File: src/rtl/spi_mfg_pkg.sv
package spi_mfg_pkg;
   localparam int unsigned PAD_CNT  = 3;
   localparam int unsigned PAD_SCK  = 0;
   localparam int unsigned PAD_MOSI = 1;
   localparam int unsigned PAD_MISO = 2;

   typedef struct packed {
      logic master;
      logic enable;
      logic irq_en;
   } spi_ctl_t;
endpackage

File: src/rtl/spi_mfg_sync.sv
module spi_mfg_sync #(
   parameter int unsigned STAGES  = 2,
   parameter logic        RST_VAL = 1'b1
) (
   input  logic clk,
   input  logic rst_n,
   input  logic d_async,
   output logic q_sync
);
   logic [STAGES-1:0] chain_q;

   if (STAGES < 2) begin : g_bad_stages
      $error("spi_mfg_sync: STAGES must be at least 2");
   end

   for (genvar s = 0; s < STAGES; s++) begin : g_stage
      if (s == 0) begin : g_first
         always_ff @(posedge clk or negedge rst_n) begin
            if (!rst_n) chain_q[0] <= RST_VAL;
            else        chain_q[0] <= d_async;
         end
      end else begin : g_next
         always_ff @(posedge clk or negedge rst_n) begin
            if (!rst_n) chain_q[s] <= RST_VAL;
            else        chain_q[s] <= chain_q[s-1];
         end
      end
   end

   assign q_sync = chain_q[STAGES-1];

   AST_SYNC_FOLLOWS: assert property (@(posedge clk) disable iff (!rst_n)
      (chain_q[STAGES-2] != q_sync) |=> (q_sync == $past(chain_q[STAGES-2])));
endmodule

File: src/rtl/spi_mfg_ctrl.sv
module spi_mfg_ctrl
   import spi_mfg_pkg::*;
(
   input  logic     clk,
   input  logic     rst_n,
   input  logic     ss_sync,
   input  logic     ss_gpio_sel,
   input  logic     sts_rd,
   input  logic     ctl_wr,
   input  spi_ctl_t ctl_wdata,
   output spi_ctl_t ctl_q,
   output logic     fault_flag,
   output logic     pad_lock
);
   logic fault_det;
   logic rd_armed;

   assign fault_det = ctl_q.master & ~ss_sync & ~ss_gpio_sel;

   always_ff @(posedge clk or negedge rst_n) begin
      if (!rst_n) begin
         ctl_q <= '0;
      end else if (fault_det) begin
         ctl_q.master <= 1'b0;
         ctl_q.enable <= 1'b0;
         if (ctl_wr) ctl_q.irq_en <= ctl_wdata.irq_en;
      end else if (ctl_wr) begin
         ctl_q <= ctl_wdata;
      end
   end

   always_ff @(posedge clk or negedge rst_n) begin
      if (!rst_n) begin
         fault_flag <= 1'b0;
         rd_armed   <= 1'b0;
      end else if (fault_det) begin
         fault_flag <= 1'b1;
         rd_armed   <= 1'b0;
      end else if (ctl_wr && rd_armed) begin
         fault_flag <= 1'b0;
         rd_armed   <= 1'b0;
      end else if (sts_rd && fault_flag) begin
         rd_armed   <= 1'b1;
      end
   end

   always_ff @(posedge clk or negedge rst_n) begin
      if (!rst_n)                         pad_lock <= 1'b0;
      else if (fault_det)                 pad_lock <= 1'b1;
      else if (ctl_wr && ctl_wdata.enable) pad_lock <= 1'b0;
   end

   AST_SLAVE_NO_FAULT: assert property (@(posedge clk) disable iff (!rst_n)
      !ctl_q.master |=> !$rose(fault_flag));
   AST_GPIO_NO_FAULT: assert property (@(posedge clk) disable iff (!rst_n)
      ss_gpio_sel |=> !$rose(fault_flag));
   AST_FAULT_FORCES: assert property (@(posedge clk) disable iff (!rst_n)
      $rose(fault_flag) |-> (!ctl_q.master && !ctl_q.enable && pad_lock));
   AST_CLEAR_NEEDS_READ: assert property (@(posedge clk) disable iff (!rst_n)
      $fell(fault_flag) |-> ($past(ctl_wr) && $past(rd_armed)));
   AST_LOCK_RELEASE: assert property (@(posedge clk) disable iff (!rst_n)
      $fell(pad_lock) |-> ($past(ctl_wr) && $past(ctl_wdata.enable)));
endmodule

File: src/rtl/spi_mfg_pads.sv
module spi_mfg_pads
   import spi_mfg_pkg::*;
(
   input  logic               lock,
   input  spi_ctl_t           ctl,
   input  logic               ss_sync,
   input  logic [PAD_CNT-1:0] gpio_dir,
   output logic [PAD_CNT-1:0] pad_oe
);
   logic [PAD_CNT-1:0] spi_dir;

   for (genvar p = 0; p < PAD_CNT; p++) begin : g_pad
      if (p == PAD_MISO) begin : g_slave_out
         assign spi_dir[p] = ~ctl.master & ~ss_sync;
      end else begin : g_master_out
         assign spi_dir[p] = ctl.master;
      end
      assign pad_oe[p] = lock ? 1'b0 : (ctl.enable ? spi_dir[p] : gpio_dir[p]);
   end

   always_comb begin
      AST_ONE_DRIVER_SET: assert (!(pad_oe[PAD_MISO] && pad_oe[PAD_SCK] && ctl.enable));
   end
endmodule

File: src/rtl/spi_mfault_guard.sv
module spi_mfault_guard
   import spi_mfg_pkg::*;
#(
   parameter int unsigned SYNC_STAGES = 2
) (
   input  logic               clk,
   input  logic               rst_n,
   input  logic               ss_n_pin,
   input  logic               ss_gpio_sel,
   input  logic [PAD_CNT-1:0] gpio_dir,
   input  logic               sts_rd,
   input  logic               ctl_wr,
   input  logic               ctl_wr_master,
   input  logic               ctl_wr_enable,
   input  logic               ctl_wr_irq_en,
   output logic [PAD_CNT-1:0] pad_oe,
   output logic               master_q,
   output logic               enable_q,
   output logic               irq_en_q,
   output logic               mode_fault,
   output logic               irq
);
   logic     ss_sync;
   logic     lock;
   spi_ctl_t wdata;
   spi_ctl_t ctl;

   assign wdata = '{master: ctl_wr_master, enable: ctl_wr_enable, irq_en: ctl_wr_irq_en};

   spi_mfg_sync #(.STAGES(SYNC_STAGES), .RST_VAL(1'b1)) u_sync (
      .clk(clk), .rst_n(rst_n), .d_async(ss_n_pin), .q_sync(ss_sync)
   );

   spi_mfg_ctrl u_ctrl (
      .clk(clk), .rst_n(rst_n), .ss_sync(ss_sync), .ss_gpio_sel(ss_gpio_sel),
      .sts_rd(sts_rd), .ctl_wr(ctl_wr), .ctl_wdata(wdata),
      .ctl_q(ctl), .fault_flag(mode_fault), .pad_lock(lock)
   );

   spi_mfg_pads u_pads (
      .lock(lock), .ctl(ctl), .ss_sync(ss_sync), .gpio_dir(gpio_dir), .pad_oe(pad_oe)
   );

   assign master_q = ctl.master;
   assign enable_q = ctl.enable;
   assign irq_en_q = ctl.irq_en;
   assign irq      = mode_fault & ctl.irq_en;

   AST_FAULT_PADS_IN: assert property (@(posedge clk) disable iff (!rst_n)
      $rose(mode_fault) |-> (pad_oe == '0));
   AST_IRQ_NEEDS_FLAG: assert property (@(posedge clk) disable iff (!rst_n)
      irq |-> (mode_fault && irq_en_q));
endmodule

File: config.mk
export PLATFORM = sky130hd
export DESIGN_NAME = spi_mfault_guard
export DESIGN_NICKNAME = d
export VERILOG_FILES = /design/src/rtl/spi_mfg_pkg.sv /design/src/rtl/spi_mfg_sync.sv /design/src/rtl/spi_mfg_ctrl.sv /design/src/rtl/spi_mfg_pads.sv /design/src/rtl/spi_mfault_guard.sv
export SDC_FILE = /design/constraint.sdc
export NUM_CORES = 1
export LEC_CHECK = 0
export ABC_AREA = 1
export BUFFER_PORTS_ARGS = -buffer_cell sky130_fd_sc_hd__buf_2
export CORE_AREA = 4 4 41 43
export CTS_CLUSTER_SIZE = 24
export DETAILED_ROUTE_END_ITERATION = 8
export DIE_AREA = 0 0 45 47
export MAX_ROUTING_LAYER = met4
export SLEW_MARGIN = 15
export SYNTH_ARGS = -nofsm -noshare
export SYNTH_HDL_FRONTEND = slang
export SYNTH_SLANG_ARGS = --single-unit
File: constraint.sdc
create_clock -name clk -period 1 [get_ports clk]
set_input_delay 0.1 -clock clk [delete_from_list [all_inputs] [get_ports clk]]
set_output_delay 0.1 -clock clk [all_outputs]
set_load 0.05 [all_outputs]
-- Word-level counts from Yosys, hierarchy flattened
Cells that the tools add are included.
W data, S select, Z words.
- output and inout port bits: 8
- input bits: 12
- register bits: 8
- logic and storage cells: 38
- reduce and logical (&&, ||, !) cells: 7
- bitwise logic cells: 7
- multiplexer cells: 16
- operators with widths (cell ; count):
    $mux W1 ; 14
    $mux W3 ; 2
    $reduce_bool A2 Y1 ; 3
    $and A1 B1 Y1 ; 4
    $logic_and A1 B1 Y1 ; 3
    $not A1 Y1 ; 3
    $reduce_bool A3 Y1 ; 1

-- Longest topological paths before layout
Gate-level depths: netlist of run 1.
- depth in word-level cells: 4
- mapped depth: 4
- gate-level depth less buffers: 4

-- Hierarchy
A second synthesis of run 1 with hierarchy kept.
- cell total of the unflattened synthesis: 45
- area, all modules: 362.8 µm²
- modules (own cells, without submodules) (module ; cells each ; seq. area each (µm²) ; area an instance (µm²) ; instances):
    spi_mfg_ctrl ; 31 ; 150.1 ; 256.5 ; 1
    spi_mfg_sync ; 2 ; 52.6 ; 52.6 ; 1
    spi_mfg_pads ; 10 ; 0.0 ; 46.3 ; 1
    spi_mfault_guard ; 2 ; 0.0 ; 7.5 ; 1

-- Worst setup path after synthesis of run 1
OpenSTA, ideal clock, no wires.
- kind: reg2out
- start point: register u_ctrl.ctl_q[1] (netlist name)
- end point: output pad_oe[2]
- path buffers: 0
- path slack: -678 ps
- stages on the path, launching flop included: 4
- arrival: 1578 ps
- required time: 900 ps
- cell sequence: dfrtp_1 -> inv_1 -> nand2_1 -> a21oi_1
- word-level cells in the longest chain between the ends: 2
- ends and longest elaborated chain (what ; RTL line ; text):
    start, declared ; spi_mfg_ctrl.sv:11 ; output spi_ctl_t ctl_q,
    start signal, assigned ; spi_mfg_ctrl.sv:28 ; ctl_q <= ctl_wdata;
    $mux W1 (2 in a row) ; spi_mfg_pads.sv:18 ; assign pad_oe[p] = lock ? 1'b0 : (ctl.enable ? spi_dir[p] : gpio_dir[p]);
    end, declared ; spi_mfault_guard.sv:16 ; output logic [PAD_CNT-1:0] pad_oe,
Every way passes these cells.

-- Final worst setup path of run 1
Ends and elaborated chain as after synthesis.

==> reports/metrics.cfg, run 1 <==
[run_status]
status = finished, violations left
violations = negative setup slack

[pwr]
swShare_pct = 39.0
intPower_uw = 866
p_switching_uw = 555
combPwrFrac_pct = 50.6
seqPwrFrac_pct = 30.8
clockPowerShare_pct = 18.6
ir_drop_v = 0.00102
pwr_density_cell_nw_per_um2 = 1920
cellLeakagePower_nw = 0.373

[detailed_routing]
initialDrtViolationCount = 0
drcViolationCount = 0
ant_nets = 0
drtPass1Iterations = 1
drt-total-wl_microns = 881
wl_per_cell_microns = 9.37
dr_total_vias = 388
via_per_inst = 4.13

[setup_path]
required_ns = 0.90
crit_chain = inv_4 > nand2_2 > a21oi_4 > buf_6
critPathKind = reg2out
worst-path-max-fanout = 4
cp-end-kind = output port
crit_arrival_ns = 1.14
slowest_stage = dfrtp_2
start_kind = flop
cp_slowest_stage_delay_ns = 0.44

[final_layout]
utilization_pct = 56.7
layout_commonest_cell = buf_2
fin_cells = 94
layout_common_cells = buf_2 (11), nand2_1 (9), buf_6 (9)
antennaDiodeCount = 0
syn2layout_area_growth_pct = 108
nets = 92
regArea_sq_um = 208
layout-drive-gt1-share_pct = 67.1
num-fill-cells = 128
multi_input_area_sq_um = 186
fin_area_sq_um = 738

[clock_tree]
path_clk_slew_ns = 0.05
cts_sinks = 8
cts_buffer_depth = 2
cts_tree = yes
cts_root_buf = clkbuf_4
htreeDepth = 1
cts_buffers = 3
clk_latency_ns = 0.25

[floorplanning]
placementRows = 13
die_w_microns = 45
die_h_microns = 47
coreArea_sq_um = 1300
ios = 20
start_util_pct = 27.2
dieArea_sq_um = 2120

[placement]
gp_congestion = 0.812
port_buffers = 19
dp.cells = 82
place_area_sq_um = 537
pre_cts_slack_ns = -0.0872
dpl.hpwl_microns = 625

[timing]
slew_headroom_pct = 86.6
slew_viol_final = 0
worst_pin_slew_ns = 0.200
setup_violations = 12
post-route-period-util_pct = 124
rsz0062_at_grt = true
finalHoldViolations = 0
whs_ns = 0.0465
fin_ws_ns = -0.243
period_minus_slack_ns = 1.24
clock_skew_ns = 0.00192
fmax_mhz = 805

[grt]
top_usage_layer = met2
grt_util_met2_pct = 15.8
use_met1_pct = 10.5
antenna_found_initial = 0
grt_max_degree = 9
use_met3_pct = 2.30
grtUsageTotal_pct = 9.81
grt_pass1_vias = 366
grt-ovfl-total = 0
grt_pass1_wl_microns = 1390

[yosys]
synth_top_area_share_pct = 42.4
yosysTopAreaCell = dfrtp_1
synth.distinct_cells = 10
synth.yosys.warnings = 0
synth-seq-cells = 8
synth_fp_nets = 56
syn_inst = 44
avgSynthCellArea_sq_um = 8.05
synth_area_leaders = dfrtp_1 (42%), dfstp_2 (15%), nand2_1 (14%)
netlist_area_sq_um = 354
yosysSeqAreaShare_pct = 57.2

[worst_hold_path]
min_path_type = in2reg

[flow_run]
cap_violations = 0

-- sequential cells by signal (all words and copies together), names as in the netlist --
register / cells
u_ctrl.rd_armed: 1
u_sync.q_sync: 1
u_ctrl.pad_lock: 1
u_ctrl.fault_flag: 1
u_ctrl.ctl_q: 3
u_sync.chain_q: 1
-- logic make-up after synthesis --
group | after synthesis | synth area share [%]
simple gates | 21 | 24.7
buf+inv | 9 | 9.54
compound gates | 6 | 8.48
flops | 8 | 57.2
-- layer usage --
layer	vias up	wire length (microns)
met5	-	0
met4	0	25
met3	3	83
met2	17	395
met1	166	377
li1	202	-
-- worst max-delay path, delay by kind of cell (launching register included) --
family | cells | cell delay [ns]
flops | 1 | 0.44
buf+inv | 2 | 0.25
compound gates | 1 | 0.14
simple gates | 1 | 0.06
-- cell type report --
class	count	share of cell area, %
inverter	9	5.42
timing repair buffer	31	35.1
tap	15	2.54
sequential	8	28.1
clock buffer	4	3.56
multi-input combinational	27	25.3
-- synthesized netlist by cell type --
cell type and n:
dfrtp_1 6, a21oi_1 2, nand2_1 13, inv_1 9, o21ai_1 3, o21ai_0 1, nand3_2 1, nor2_1 6
dfstp_2 2, nand2_2 1
-- power groups by stage --
stage	sequential, mW	combinational, mW	clock [mW]
detailed placement	0.439	0.479	0
global route	0.445	0.762	0.299
finish	0.438	0.718	0.264
floorplan	0.545	0.237	0
global placement	0.438	0.473	0
CTS	0.440	0.584	0.275
-- path summary, 6_finish.rpt --
| kind | startpoint | end | slack [ns] | cells past startpoint |
|---|---|---|---|---|
| min in group asynchronous | rst_n | u_ctrl.rd_armed | 0.21 | 2 |
| hold / removal | ctl_wr_irq_en | u_ctrl.ctl_q[0] | 0.05 | 3 |
| hold reg to reg | u_sync.chain_q[0] | u_sync.q_sync | 0.35 | 0 |
| setup reg to reg | u_ctrl.ctl_q[2] | u_ctrl.rd_armed | -0.09 | 6 |
| max in group asynchronous | rst_n | u_sync.q_sync | 0.55 | 2 |
| setup / recovery | u_ctrl.ctl_q[1] | pad_oe[2] | -0.24 | 4 |
-- repair_timing --
item,4_1_cts,5_1_grt
hold buffers,2,0
gates resized for setup,20,15
pin swaps,3,7
hold endpoints to repair,9,0
gates cloned,0,0
buffers inserted,2,5
endpoints found under the setup margin,7,11
-- per-stage QoR --
| step | power [mW] | TNS (ns) |
|---|---|---|
| after floorplan | 0.782 | -0.428 |
| after global placement | 0.911 | -0.177 |
| after detailed placement | 0.918 | -0.201 |
| after CTS | 1.30 | -1.07 |
| after global routing | 1.51 | -1.93 |
| final | 1.42 | -1.35 |
Note: power is estimated with default switching activity, not from simulation.
==> run 2: changes to the inputs <==
--- a/config.mk
+++ b/config.mk
@@ -6,11 +6,11 @@
 export NUM_CORES = 1
 export LEC_CHECK = 0
 export ABC_AREA = 1
-export BUFFER_PORTS_ARGS = -buffer_cell sky130_fd_sc_hd__buf_2
 export CORE_AREA = 4 4 41 43
 export CTS_CLUSTER_SIZE = 24
 export DETAILED_ROUTE_END_ITERATION = 8
 export DIE_AREA = 0 0 45 47
+export DONT_BUFFER_PORTS = 1
 export MAX_ROUTING_LAYER = met4
 export SLEW_MARGIN = 15
 export SYNTH_ARGS = -nofsm -noshare
==> reports/metrics.cfg, run 2 (same netlist as run 1, synthesis figures left out) <==
[floorplanning]
die_w_microns = 45  ; unchanged
ios = 20  ; unchanged
placementRows = 13  ; unchanged
die_h_microns = 47  ; unchanged
start_util_pct = 27.2  ; unchanged
dieArea_sq_um = 2120  ; unchanged
coreArea_sq_um = 1300  ; unchanged

[final_layout]
antennaDiodeCount = 0  ; unchanged
largest_reg_flops = 3  ; unchanged
syn2layout_area_growth_pct = 85.5  ; was 108%
num-fill-cells = 128  ; unchanged
fin_area_sq_um = 657  ; was 738 sq um
largest_register = u_ctrl.ctl_q  ; unchanged
layout_commonest_cell = nand2_1  ; was buf_2
layout-drive-gt1-share_pct = 57.1  ; was 67.1%
nets = 76  ; was 92
layout_common_cells = nand2_1 (8), nand2_2 (6), inv_1 (6)  ; was buf_2 (11), nand2_1 (9), buf_6 (9)
regArea_sq_um = 208  ; unchanged
multi_input_area_sq_um = 174  ; was 186 sq um

[setup_path]
crit_arrival_ns = 1.17  ; was 1.14 ns
worst-path-max-fanout = 3  ; was 4
critPathKind = reg2out  ; unchanged
rrSetupSlack_ns = 0.02  ; was -0.09 ns
cp-end-kind = output port  ; unchanged
required_ns = 0.90  ; about the same
start_kind = flop  ; unchanged

[timing]
worst_pin_slew_ns = 0.354  ; was 0.200 ns
post-route-period-util_pct = 127  ; was 124%
slew_headroom_pct = 76.3  ; was 86.6%
fmax_mhz = 790  ; was 805 MHz
clock_skew_ns = 0.0106  ; was 0.00192 ns
fin_ws_ns = -0.266  ; was -0.243 ns
finalHoldViolations = 0  ; unchanged
slew_viol_final = 0  ; unchanged
setup_violations = 6  ; was 12
period_minus_slack_ns = 1.27  ; was 1.24 ns
rsz0062_at_grt = true  ; unchanged

[detailed_routing]
drtPass1Iterations = 3  ; was 1
wl_per_cell_microns = 11.3  ; was 9.37 microns
dr_total_vias = 337  ; was 388
drt-total-wl_microns = 881  ; unchanged
initialDrtViolationCount = 3  ; was 0
via_per_inst = 4.32  ; was 4.13
ant_nets = 0  ; unchanged
drcViolationCount = 0  ; unchanged

[grt]
grt_pass1_vias = 308  ; was 366
grt-ovfl-total = 0  ; unchanged
grt_max_degree = 9  ; unchanged
grt_pass1_wl_microns = 1310  ; was 1390 microns
antenna_found_initial = 0  ; unchanged
grtUsageTotal_pct = 9.65  ; was 9.81%

[placement]
place_area_sq_um = 509  ; was 537 sq um
port_buffers = 0  ; was 19
pre_cts_slack_ns = -0.0133  ; was -0.0872 ns
gp_congestion = 0.738  ; was 0.812

[clock_tree]
cts_buffers = 3  ; unchanged
path_clk_slew_ns = 0.06  ; was 0.05 ns
htreeDepth = 1  ; unchanged
clk_latency_ns = 0.26  ; was 0.25 ns
cts_buffer_depth = 2  ; unchanged
cts_tree = yes  ; unchanged
cts_root_buf = clkbuf_4  ; unchanged
cts_sinks = 8  ; unchanged

[flow_run]
cap_violations = 0  ; unchanged

[worst_hold_path]
min_path_type = in2reg  ; unchanged

[run_status]
status = finished, violations left  ; unchanged
violations = negative setup slack  ; unchanged

[pwr]
ir_drop_v = 0.000959  ; was 0.00102 V
pwr_density_cell_nw_per_um2 = 2120  ; was 1920 nW/um^2
cellLeakagePower_nw = 0.307  ; was 0.373 nW

==> run 2: metal layers <==
layer | track usage, % | up-vias | share of wire (%)
li1 | - | 171 | -
met1 | 10.3 | 146 | 39
met2 | 15.0 | 17 | 49
met3 | 3.07 | 3 | 10
met4 | 7.02 | 0 | 2.0
met5 | - | - | 0
==> run 2: worst max-delay path, cell delays in order (launching register included) <==
cell and delay [ns]:
dfrtp_2 0.43, nor2_2 0.09, nand2_2 0.07, a21oi_4 0.16
buf_12 0.15
==> run 2: area by class of cell <==
cell class	count	share of cell area, %
Tap cell	15	2.86
Inverter	9	6.48
Multi-Input combinational cell	27	26.5
Clock buffer	4	4.00
Timing Repair Buffer	15	28.6
Sequential cell	8	31.6
==> run 2: through the flow <==
step	power, mW	setup TNS, ns	util (%)	cells	hold WS [ns]
after floorplan	0.782	-0.428	-	44	-0.196
after global routing	1.47	-1.38	50.5	78	0.0100
final	1.39	-0.978	50.5	78	0.00553
after detailed placement	0.953	-0.0154	39.1	67	-0.195
after CTS	1.30	-0.940	47.3	77	0.00251
after global placement	0.945	-0.0183	39.1	67	-0.195
==> run 2: repair_timing <==
item / CTS / global route
hold buffers: 4 / 0
pin swaps: 1 / 5
gates resized for setup: 7 / 11
endpoints found under the setup margin: 4 / 12
cloned: 0 / 0
buffers inserted: 2 / 1
endpoints found under the hold margin: 11 / 0
==> run 2: power breakdown <==
| part | total (mW) | internal [mW] | switching (mW) |
|---|---|---|---|
| Clock | 0.272 | 0.153 | 0.119 |
| Combinational | 0.675 | 0.295 | 0.380 |
| Sequential | 0.444 | 0.392 | 0.0527 |
| Total | 1.39 | 0.840 | 0.551 |
==> run 2: path summary, 6_finish.rpt <==
kind | to | startpoint | depth (start not counted)
worst max-delay path | pad_oe[2] | u_ctrl.ctl_q[2] | 4
worst min-delay path | u_ctrl.pad_lock | ctl_wr | 3
worst max register to register | u_ctrl.rd_armed | u_ctrl.ctl_q[2] | 5
worst min register to register | u_sync.q_sync | u_sync.chain_q[0] | 0
max in group asynchronous | u_sync.q_sync | rst_n | 1
min in group asynchronous | u_ctrl.rd_armed | rst_n | 1
